File: config.mk
export PLATFORM = sky130hd
export DESIGN_NAME = sticky_irq_status
export DESIGN_NICKNAME = d
export VERILOG_FILES = /design/src/rtl/sticky_irq_status.sv
export SDC_FILE = /design/constraint.sdc
export NUM_CORES = 1
export LEC_CHECK = 0
export BUFFER_PORTS_ARGS = -buffer_cell sky130_fd_sc_hd__buf_2
export CAP_MARGIN = 25
export CORE_AREA = 2 2 40 42
export DETAILED_ROUTE_END_ITERATION = 10
export DIE_AREA = 0 0 42 44
export GPL_ROUTABILITY_DRIVEN = 0
export PLACE_DENSITY = 0.7
export SLEW_MARGIN = 20
export SYNTH_ARGS = -nofsm -noshare
export SYNTH_HDL_FRONTEND = slang
export SYNTH_SLANG_ARGS = --single-unit
File: constraint.sdc
create_clock -name clk -period 0.9 [get_ports clk]
set_input_delay 0.18 -clock clk [delete_from_list [all_inputs] [get_ports clk]]
set_output_delay 0.18 -clock clk [all_outputs]
set_load 0.01 [all_outputs]
File: src/rtl/sticky_irq_status.sv
module sticky_irq_status #(
  parameter int NCH = 7
) (
  input  logic           clk,
  input  logic           rst_n,
  input  logic           run,
  input  logic [NCH-1:0] chan_en,
  input  logic [NCH-1:0] chan_viol,
  input  logic [NCH-1:0] chan_upd,
  input  logic [2:0]     grp_en,
  input  logic           glob_en,
  input  logic           host_rd,
  input  logic           host_wr,
  input  logic [NCH:0]   host_wdata,
  input  logic           st2_any,
  output logic [NCH:0]   rdata
);

  logic [NCH-1:0] stat_q;
  logic [NCH-1:0] fresh;
  logic           unused_ok;

  assign fresh     = run ? chan_upd : '0;
  assign unused_ok = ^{grp_en, glob_en, host_wr, host_wdata};

  for (genvar i = 0; i < NCH; i++) begin : g_ch
    logic hit, drop_dis, drop_rd;
    assign hit      = fresh[i] &  chan_en[i] & chan_viol[i];
    assign drop_dis = fresh[i] & ~chan_en[i];
    assign drop_rd  = host_rd  & ~chan_viol[i];

    always_ff @(posedge clk) begin
      if (!rst_n)                stat_q[i] <= 1'b0;
      else if (hit)              stat_q[i] <= 1'b1;
      else if (drop_dis || drop_rd) stat_q[i] <= 1'b0;
    end
  end

  assign rdata = {st2_any, stat_q};

endmodule


==> results.json <==
{
  "cts_tree": "yes",
  "postCtsSetupRepairBufs": 0,
  "ctsHoldBuffers": 0,
  "port_buffers": 31,
  "p_leak_nw": 0.3101,
  "nets": 111,
  "grt.total_usage_pct": 11.92,
  "synth_edf_count": 0,
  "drv_slew": 0,
  "place.detailed.hpwl_um": 739.2,
  "yosys.area_share.simple_pct": 17.04,
  "final_layout_size_suffix_gt1_share_pct": 69.01,
  "fmax_ghz": 1.149,
  "dp.cells": 83,
  "cts-root-buf": "clkbuf_4",
  "die_area_um2": 1848,
  "drv_cap": 0,
  "worstPathCellList": "buf_2",
  "core_area_um2": 1419,
  "areaGrowthSynthToFinish_pct": 52.41,
  "critPathBufInv": 1,
  "start_kind": "register",
  "clock-sinks": 7,
  "power.total_uw": 753.6,
  "power_density_nw_per_um2": 1271,
  "die_w_um": 42,
  "drt_drc_violations_left": 0,
  "slowest_delay_ns": 0.31,
  "synth_cells": 38,
  "synth.avg_cell_area_um2": 10.24,
  "grt_pass1_wl_um": 1566,
  "hp-class": "input pin to register",
  "synth_ff_type": "dfxtp_1",
  "yosysTopAreaCellShare_pct": 36.01,
  "fin_crit_ns": 0.8703,
  "finalCritPeriodShare_pct": 96.70,
  "ys_types": 9,
  "synthArstFlopShare_pct": 0,
  "drtAntennaViolNets": 0,
  "post-synth-top-area-cell": "dfxtp_1",
  "skew_ns": 0,
  "drt-total-wl_um": 954,
  "start_util_pct": 27.43,
  "met1Wirelength_um": 403,
  "tightest_slew_ns": 0.3417,
  "grt_overflow": 0,
  "grt_pass1_vias": 412,
  "synthTopCellsByCount": "inv_1 (8), a31oi_1 (7), dfxtp_1 (7)",
  "synth-seq-cells": 7,
  "end_kind": "output pin",
  "yosysWarnings": 0,
  "synth_top_family_by_area": "compound AO/OA/AOI/OAI gates",
  "wl_per_cell_um": 10.97,
  "synth.area.mux_share_pct": 0,
  "routed.top_layer": "met4",
  "wl_met3_um": 92,
  "vias_per_cell": 4.747,
  "relSlewSlack_pct": 77.16,
  "path_delay_family": "flip-flops",
  "vdd_drop_max_mv": 0.5968,
  "synth_compound_area_share_pct": 34.41,
  "rrSetupSlack_ns": 0.12,
  "clock_latency_ns": 0.24,
  "cts_buffers": 3,
  "ys_seq_area_share_pct": 36.01,
  "critPathMaxFanout": 2,
  "vias": 413,
  "cp_data_required_time_ns": 0.72,
  "crit_type": "register to output pin",
  "dr_wl_met2_um": 450,
  "htreeDepth": 1,
  "cts.reportedPaths.clkPinSlew_ns": 0.05,
  "yosys-top-cells-area": "dfxtp_1 (36%), a2111oi_2 (15%), a31oi_1 (11%), and3b_2 (10%), a2111oi_1 (7.7%)",
  "grt_max_degree": 15,
  "antennaDiodeCount": 0,
  "io_pins": 47,
  "status": "complete, no violations",
  "first_pass_iters": 3,
  "largest_reg_flops": 7,
  "die_y_um": 44,
  "fin_util_pct": 41.80,
  "rows": 14,
  "syn_area_um2": 389.1,
  "rsz0062_at_grt": "false",
  "final_cells": 87,
  "synth-xor-area-share_pct": 0,
  "drt_iter0_drc": 4,
  "cpMaxStageDelayCell": "dfxtp_2",
  "synth_fa_ha_area_share_pct": 0,
  "synth_most_common_cell": "inv_1",
  "synth_nets": 77,
  "cts_buffer_depth": 2,
  "crit_arrival_ns": 0.69,
  "setup_viol": 0,
  "finalHoldViolations": 0,
  "hold_ws_ns": 0.1743,
  "grt_antenna_before_repair": 0
}
-- kinds of logic after synthesis --
family                 after synthesis
buffers and inverters               10
and+or+nand+nor                      7
AOI/OAI and AO/OA                   14
DFF                                  7
-- path summary, 6_finish.rpt --
kind	cells past startpoint	end	start
max	1	rdata[4]	rdata[4]
min	3	rdata[4]	chan_viol[4]
max reg2reg	2	rdata[5]	rdata[5]
min reg2reg	2	rdata[4]	rdata[4]
-- layout make-up --
cell class,instances,area (um2)
fill,153,825.8
multi-input combinational,21,200.2
timing repair buffer,31,167.7
sequential,7,148.9
inverter,8,30.03
clock buffer,4,26.28
tap,16,20.02
-- through the flow --
| stage | setup WS [ns] | TNS, ns | area [um2] |
|---|---|---|---|
| detailed placement | -0.1218 | -0.5419 | 545.5 |
| global placement | -0.09755 | -0.4214 | 545.5 |
| floorplan | 0.08620 | 0 | 389.1 |
| finish | 0.02973 | 0 | 593.1 |
| CTS | 0.006345 | 0 | 571.8 |
| global route | 0.0007246 | 0 | 593.1 |
-- cells in the final DEF, fill, tap and decap left out --
cell       Yosys  routed
and3b_2        4       4
a31oi_1        7       7
buf_6          1       2
a2111oi_1      3       3
buf_2          0      29
a2111oi_2      4       4
clkbuf_1       0       1
dfxtp_2        0       7
and3b_1        3       3
inv_1          8       8
clkbuf_4       0       3
-- per-layer routing --
layer,track usage [%],vias up
li1,-,214
met1,12.28,178
met2,19.69,19
met3,5.417,2
met4,7.742,0
met5,0,-
-- repair_timing --
action	4_1_cts	5_1_grt
endpoints found under the setup margin	0	7
resized for setup	0	9
endpoints found under the hold margin	0	0
-- worst min-delay path, cell delays in order --
cell and delay (ns):
buf_2 0.10, inv_1 0.04, a2111oi_1 0.05
-- power by group --
part	leakage (nW)	switching [mW]	internal (mW)
clock network	0.0150	0.111	0.169
logic	0.235	0.0685	0.0758
registers	0.0601	0.00562	0.324
total	0.310	0.185	0.568
Note: power is estimated with default switching activity, not from simulation.
